## config.mk

```make
export PLATFORM = sky130hd
export DESIGN_NAME = mcart_cfg_regs
export DESIGN_NICKNAME = d
export VERILOG_FILES = /design/src/rtl/mcart_cfg_pkg.sv /design/src/rtl/mcart_cfg_ctrl.sv /design/src/rtl/mcart_cfg_dp.sv /design/src/rtl/mcart_cfg_regs.sv
export SDC_FILE = /design/constraint.sdc
export NUM_CORES = 1
export LEC_CHECK = 0
export ABC_AREA = 1
export BUFFER_PORTS_ARGS = -buffer_cell sky130_fd_sc_hd__buf_4
export CAP_MARGIN = 20
export CORE_ASPECT_RATIO = 1.2
export CORE_UTILIZATION = 54
export DETAILED_ROUTE_END_ITERATION = 8
export HOLD_SLACK_MARGIN = 0.08
export PLACE_DENSITY_LB_ADDON = 0.1
export SYNTH_ARGS = -nofsm -noshare
export SYNTH_HDL_FRONTEND = slang
export SYNTH_HIERARCHICAL = 1
export SYNTH_SLANG_ARGS = --single-unit
```

## constraint.sdc

```tcl
create_clock -name clk -period 2.3 [get_ports clk]
set_input_delay 0.115 -clock clk [delete_from_list [all_inputs] [get_ports clk]]
set_output_delay 0.115 -clock clk [all_outputs]
set_load 0.05 [all_outputs]
```

## src/rtl/mcart_cfg_pkg.sv

```systemverilog
package mcart_cfg_pkg;
  localparam int CFG_DW = 8;
  localparam int CFG_IW = 3;

  // write strobe handed from control to datapath
  typedef struct packed {
    logic              wrEn;
    logic [CFG_IW-1:0] idx;
    logic [CFG_DW-1:0] data;
  } cfg_wr_t;

  typedef enum logic [1:0] {
    MIR_VERT  = 2'b00,
    MIR_HORZ  = 2'b01,
    MIR_ONE_A = 2'b10,
    MIR_ONE_B = 2'b11
  } mirror_e;
endpackage

```

## src/rtl/mcart_cfg_ctrl.sv

```systemverilog
module mcart_cfg_ctrl
  import mcart_cfg_pkg::*;
#(
  parameter int          ADDR_W    = 16,
  parameter logic [15:0] WIN_BASE  = 16'h5000,
  parameter logic [15:0] WIN_MASK  = 16'hF000,
  parameter logic [15:0] WRAM_BASE = 16'h6000,
  parameter logic [15:0] WRAM_MASK = 16'hE000
) (
  input  logic              clk,
  input  logic              rstN,
  input  logic              cpuM2,
  input  logic              cpuRw,
  input  logic [ADDR_W-1:0] cpuAddr,
  input  logic [CFG_DW-1:0] cpuData,
  input  logic              locked,
  output cfg_wr_t           cfgWr,
  output logic              wramHit
);
  localparam logic [ADDR_W-1:0] WinBase  = ADDR_W'(WIN_BASE);
  localparam logic [ADDR_W-1:0] WinMask  = ADDR_W'(WIN_MASK);
  localparam logic [ADDR_W-1:0] WramBase = ADDR_W'(WRAM_BASE);
  localparam logic [ADDR_W-1:0] WramMask = ADDR_W'(WRAM_MASK);

  logic m2Prev;
  logic m2Fall;
  logic winHit;

  always_ff @(posedge clk or negedge rstN) begin
    if (!rstN) m2Prev <= 1'b0;
    else       m2Prev <= cpuM2;
  end

  assign m2Fall  = m2Prev & ~cpuM2;
  assign winHit  = (cpuAddr & WinMask) == WinBase;
  assign wramHit = (cpuAddr & WramMask) == WramBase;

  always_comb begin
    cfgWr.wrEn = m2Fall & ~cpuRw & winHit & ~locked;
    cfgWr.idx  = cpuAddr[CFG_IW-1:0];
    cfgWr.data = cpuData;
  end
endmodule

```

## src/rtl/mcart_cfg_dp.sv

```systemverilog
module mcart_cfg_dp
  import mcart_cfg_pkg::*;
#(
  parameter int NUM_REGS   = 8,
  parameter int PRG_W      = 16,
  parameter int PRG_MASK_W = 7,
  parameter int CHR_W      = 9,
  parameter int CHR_MASK_W = 6
) (
  input  logic                       clk,
  input  logic                       rstN,
  input  cfg_wr_t                    cfgWr,
  input  logic                       wramHit,
  input  logic [PRG_W-1:0]           prgInner,
  input  logic [CHR_W-1:0]           chrInner,
  input  logic [1:0]                 ppuNtSel,
  input  logic                       chrWeReq,
  input  logic                       flashWeReq,
  output logic                       locked,
  output logic [NUM_REGS*CFG_DW-1:0] regFlat,
  output logic [PRG_W-1:0]           prgAddrHi,
  output logic [CHR_W-1:0]           chrAddrHi,
  output logic [1:0]                 ntPage,
  output logic                       wramSel,
  output logic [1:0]                 wramPage,
  output logic                       chrWe,
  output logic                       flashWe,
  output logic [5:0]                 mapperCode,
  output logic [2:0]                 mapperFlags,
  output logic [2:0]                 prgMode,
  output logic [2:0]                 chrMode,
  output logic [5:0]                 chrBankA,
  output logic [4:0]                 prgBankA
);
  localparam int ChrShift = CHR_W - CHR_MASK_W;

  // register file, one generated byte per index
  for (genvar g = 0; g < NUM_REGS; g++) begin : gReg
    logic [CFG_DW-1:0] q;
    always_ff @(posedge clk or negedge rstN) begin
      if (!rstN)
        q <= '0;
      else if (cfgWr.wrEn && cfgWr.idx == CFG_IW'(g))
        q <= cfgWr.data;
    end
    assign regFlat[g*CFG_DW +: CFG_DW] = q;
  end

  logic [7:0] r0, r1, r2, r3, r4, r5, r6, r7;
  assign r0 = regFlat[0*8 +: 8];
  assign r1 = regFlat[1*8 +: 8];
  assign r2 = regFlat[2*8 +: 8];
  assign r3 = regFlat[3*8 +: 8];
  assign r4 = regFlat[4*8 +: 8];
  assign r5 = regFlat[5*8 +: 8];
  assign r6 = regFlat[6*8 +: 8];
  assign r7 = regFlat[7*8 +: 8];

  assign locked = r7[7];

  // PRG relocation: inverted mask limits the inner bank, base moves it
  logic [PRG_W-1:0] prgBase;
  logic [PRG_W-1:0] prgMaskFull;
  assign prgBase     = PRG_W'({r0, r1});
  assign prgMaskFull = PRG_W'(r2[PRG_MASK_W-1:0]);
  assign prgAddrHi   = prgBase | (prgInner & ~prgMaskFull);

  // CHR limit: six mask bits on the top of the inner bank
  logic [CHR_MASK_W-1:0] chrMaskRaw;
  logic [CHR_W-1:0]      chrMaskFull;
  assign chrMaskRaw  = CHR_MASK_W'({r2[7], r4[4:0]});
  assign chrMaskFull = CHR_W'(chrMaskRaw) << ChrShift;
  assign chrAddrHi   = chrInner & ~chrMaskFull;

  // nametable selection
  mirror_e mirSel;
  logic    ciramA10;
  assign mirSel = mirror_e'(r7[4:3]);
  always_comb begin
    unique case (mirSel)
      MIR_VERT:  ciramA10 = ppuNtSel[0];
      MIR_HORZ:  ciramA10 = ppuNtSel[1];
      MIR_ONE_A: ciramA10 = 1'b0;
      default:   ciramA10 = 1'b1;
    endcase
    if (r7[5]) ntPage = ppuNtSel;
    else       ntPage = {1'b0, ciramA10};
  end

  assign wramSel     = r7[0] & wramHit;
  assign wramPage    = r5[1:0];
  assign chrWe       = chrWeReq & r7[1];
  assign flashWe     = flashWeReq & r7[2];
  assign mapperCode  = {r7[6], r6[4:0]};
  assign mapperFlags = r6[7:5];
  assign prgMode     = r3[7:5];
  assign chrMode     = r4[7:5];
  assign chrBankA    = {r5[7], r3[4:0]};
  assign prgBankA    = r5[6:2];
endmodule

```

## src/rtl/mcart_cfg_regs.sv

```systemverilog
module mcart_cfg_regs
  import mcart_cfg_pkg::*;
#(
  parameter int ADDR_W     = 16,
  parameter int PRG_W      = 16,
  parameter int PRG_MASK_W = 7,
  parameter int CHR_W      = 9,
  parameter int CHR_MASK_W = 6
) (
  input  logic              clk,
  input  logic              rstN,
  input  logic              cpuM2,
  input  logic              cpuRw,
  input  logic [ADDR_W-1:0] cpuAddr,
  input  logic [7:0]        cpuData,
  input  logic [PRG_W-1:0]  prgInner,
  input  logic [CHR_W-1:0]  chrInner,
  input  logic [1:0]        ppuNtSel,
  input  logic              chrWeReq,
  input  logic              flashWeReq,
  output logic [PRG_W-1:0]  prgAddrHi,
  output logic [CHR_W-1:0]  chrAddrHi,
  output logic [1:0]        ntPage,
  output logic              wramSel,
  output logic [1:0]        wramPage,
  output logic              chrWe,
  output logic              flashWe,
  output logic [5:0]        mapperCode,
  output logic [2:0]        mapperFlags,
  output logic [2:0]        prgMode,
  output logic [2:0]        chrMode,
  output logic [5:0]        chrBankA,
  output logic [4:0]        prgBankA
);
  localparam int NumRegs = 1 << CFG_IW;

  cfg_wr_t                   cfgWr;
  logic                      wramHit;
  logic                      locked;
  logic [NumRegs*CFG_DW-1:0] regFlat;

  mcart_cfg_ctrl #(.ADDR_W(ADDR_W)) uCtrl (
    .clk     (clk),
    .rstN    (rstN),
    .cpuM2   (cpuM2),
    .cpuRw   (cpuRw),
    .cpuAddr (cpuAddr),
    .cpuData (cpuData),
    .locked  (locked),
    .cfgWr   (cfgWr),
    .wramHit (wramHit)
  );

  mcart_cfg_dp #(
    .NUM_REGS  (NumRegs),
    .PRG_W     (PRG_W),
    .PRG_MASK_W(PRG_MASK_W),
    .CHR_W     (CHR_W),
    .CHR_MASK_W(CHR_MASK_W)
  ) uDp (
    .clk        (clk),
    .rstN       (rstN),
    .cfgWr      (cfgWr),
    .wramHit    (wramHit),
    .prgInner   (prgInner),
    .chrInner   (chrInner),
    .ppuNtSel   (ppuNtSel),
    .chrWeReq   (chrWeReq),
    .flashWeReq (flashWeReq),
    .locked     (locked),
    .regFlat    (regFlat),
    .prgAddrHi  (prgAddrHi),
    .chrAddrHi  (chrAddrHi),
    .ntPage     (ntPage),
    .wramSel    (wramSel),
    .wramPage   (wramPage),
    .chrWe      (chrWe),
    .flashWe    (flashWe),
    .mapperCode (mapperCode),
    .mapperFlags(mapperFlags),
    .prgMode    (prgMode),
    .chrMode    (chrMode),
    .chrBankA   (chrBankA),
    .prgBankA   (prgBankA)
  );
endmodule

```

==> results.tsv <==
stage	metric	value	unit
placement	global placement routability congestion	0.780	
timing	Final Cycle Share	0.791	
grt	gr usage total	0.260	
hold_path	hold path depth	3	
critical_path	cell count of the worst reg-to-reg path	8	
timing	final setup TNS	0	ns
die	DIE AREA	6040	um2
die	I/O pin total	115	
clock_tree	CTS max path bufs	2	
clock_tree	CTS H-tree lvls	3	
layout	nets	523	
clock_tree	clk_lat worst skew	0.33	ns
timing	Relative slew margins	0.463	
clock_tree	CTS buffer count	9	
critical_path	Critical Path Start Type	input pin	
grt	vias in the first global route	2506	
run	Max Cap Viol	0	
grt	first-pass GRT wire length	11.9	mm
grt	pin count of the biggest net entering global routing	66	
grt	initial antenna violation count	0	
layout	layout cells sized above 1	0.274	
layout	commonest non-fill, non-tap cell in the layout	nand2_1	
critical_path	Worst Path Arrival	2.04	ns
hold_path	Hold EP	uDp/gReg[3].q[1]	
timing	Slew Viols, Final	0	
hold_path	worst hold path type	in2reg	
synth	Post-Syn Area	3100	um2
route	drc violations	0	
route	DRT iter0 DRCs	260	
clock_tree	Sink Count	65	
route	drt wl/cell	13.7	um
synth	post-synthesis area per instance	8.30	um2
run_status	outcome	finished clean	
timing	min Tclk post-route	1.82	ns
route	antenna-violating nets left	0	
clock_tree	CTS Root Cell	clkbuf_8	
synth	Syn Nets	430	
timing	final setup violation count	0	
clock_tree	CTS clk-pin slew, worst paths	0.07	ns
critical_path	CP Class	in2reg	
timing	clk_skew	0.00679	ns
layout	antenna cell count	0	
die	FP Rows	29	
critical_path	Setup crit end kind	flip-flop	
die	core area	5410	um2
placement	detailed placer's ending HPWL	4.92	mm
critical_path	worst reg2reg endpoint	uDp/gReg[4].q[0]	
power_and_ir_drop	Sequential Power Share	0.471	
timing	Worst-Margin Slew	0.806	ns
power_and_ir_drop	sw frac	0.266	
clock_tree	CTS tree	yes	
power_and_ir_drop	Gate power share	0.149	
clock_tree	post-CTS setup buffers	0	
synth	warnings from Yosys	6	
power_and_ir_drop	PwrDens	647	nW/um2
power_and_ir_drop	Clk pwr share	0.379	
route	Detailed Routing Iterations Pass 1	6	
timing	RSZ-0062 raised after global routing	no	
hold_path	worst min-delay path startpoint	cpuData[1]	
layout	layout overhead on the synthesized area	26.3	%
critical_path	R2R Path Start	uDp/gReg[7].q[7]	
synth	synthesized netlist cell count	373	
route	vias after detailed routing	2619	
die	starting density of the core	0.573	
timing	final hold vios	0	
critical_path	reg-to-reg slack, setup	0.56	ns
critical_path	crit-path max FO	12	
route	drt total wl	7.30	mm
grt	total gr overflow	0	
power_and_ir_drop	switching power total	672	uW
layout	Core Util, Final	0.724	
layout	most frequent cells in the layout	nand2_1 (181), buf_4 (101), dfrtp_1 (65)	
die	Die Ht	85.0	um
placement	number of port buffers	99	
timing	fmax	0.550	GHz
power_and_ir_drop	Peak VDD IR	0.437	mV
power_and_ir_drop	leakage power	0.00235	uW
power_and_ir_drop	cell internal pwr	1860	uW
critical_path	WP data required	2.52	ns
die	die width	71.1	um
route	vias per std cell	4.92	
==> flip-flops by register name, indices dropped and copies added (netlist names) <==
name / flops
uDp/gReg.q: 64
uCtrl/m2Prev: 1
==> cell type report <==
type / count / area, um2
multi-input cells: 253 / 1060
repair buffers: 110 / 848
inverters: 27 / 101
clock buffers: 12 / 155
fillers: 461 / 1490
flip-flops and latches: 65 / 1630
clock inverters: 3 / 40.0
well taps: 62 / 77.6
==> layer usage <==
layer	vias up	track usage	share of wire
met5	-	0	0
met1	1210	0.321	0.40
met2	99	0.448	0.52
met3	6	0.0606	0.073
li1	1304	-	-
met4	0	0.0891	0.0084
==> worst max-delay path, stage by stage <==
cell,delay (ns)
dlygate4sd3_1,0.55
buf_4,0.14
nor2_1,0.07
nand2_1,0.07
nor2_2,0.16
nand2_1,0.13
inv_1,0.30
nand2_1,0.28
nand2_1,0.15
nand2_1,0.06
==> worst max-delay path by stage <==
stage                       endpoint  cells past startpoint  slack, ns              from
finish              uDp/gReg[4].q[0]                     10       0.48             cpuM2
global route        uDp/gReg[4].q[4]                     10       0.34             cpuM2
CTS                 uDp/gReg[4].q[0]                     10       0.52             cpuM2
detailed placement  uDp/gReg[4].q[0]                      8       0.59  uDp/gReg[7].q[7]
global placement    uDp/gReg[4].q[2]                      8       0.64  uDp/gReg[7].q[7]
floorplan           uDp/gReg[3].q[0]                      8       0.89  uDp/gReg[7].q[7]
==> power by group through the flow <==
stage	registers (uW)	logic, uW	clock network [uW]
6_report	1190	378	961
5_1_grt	1200	405	1030
4_1_cts	1190	380	981
3_5_place_dp	1210	367	0
3_3_place_gp	1210	362	0
2_1_floorplan	1250	242	0
==> what timing repair did <==
action,in CTS,in global routing
resized for setup,0,0
hold buffers,9,0
endpoints found under the hold margin,74,0
==> through the flow <==
stage	area [um2]	std cells	hold WS, ns	worst slack, ns	power (uW)
after global placement	3630	508	0.230	0.642	1570
final	3910	532	0.102	0.482	2530
after global routing	3910	532	0.0927	0.339	2630
after floorplan	3100	373	-0.181	0.888	1500
after CTS	3910	532	0.0877	0.525	2550
after detailed placement	3630	508	0.230	0.587	1580
No activity file was read; power rests on OpenSTA's default activity.
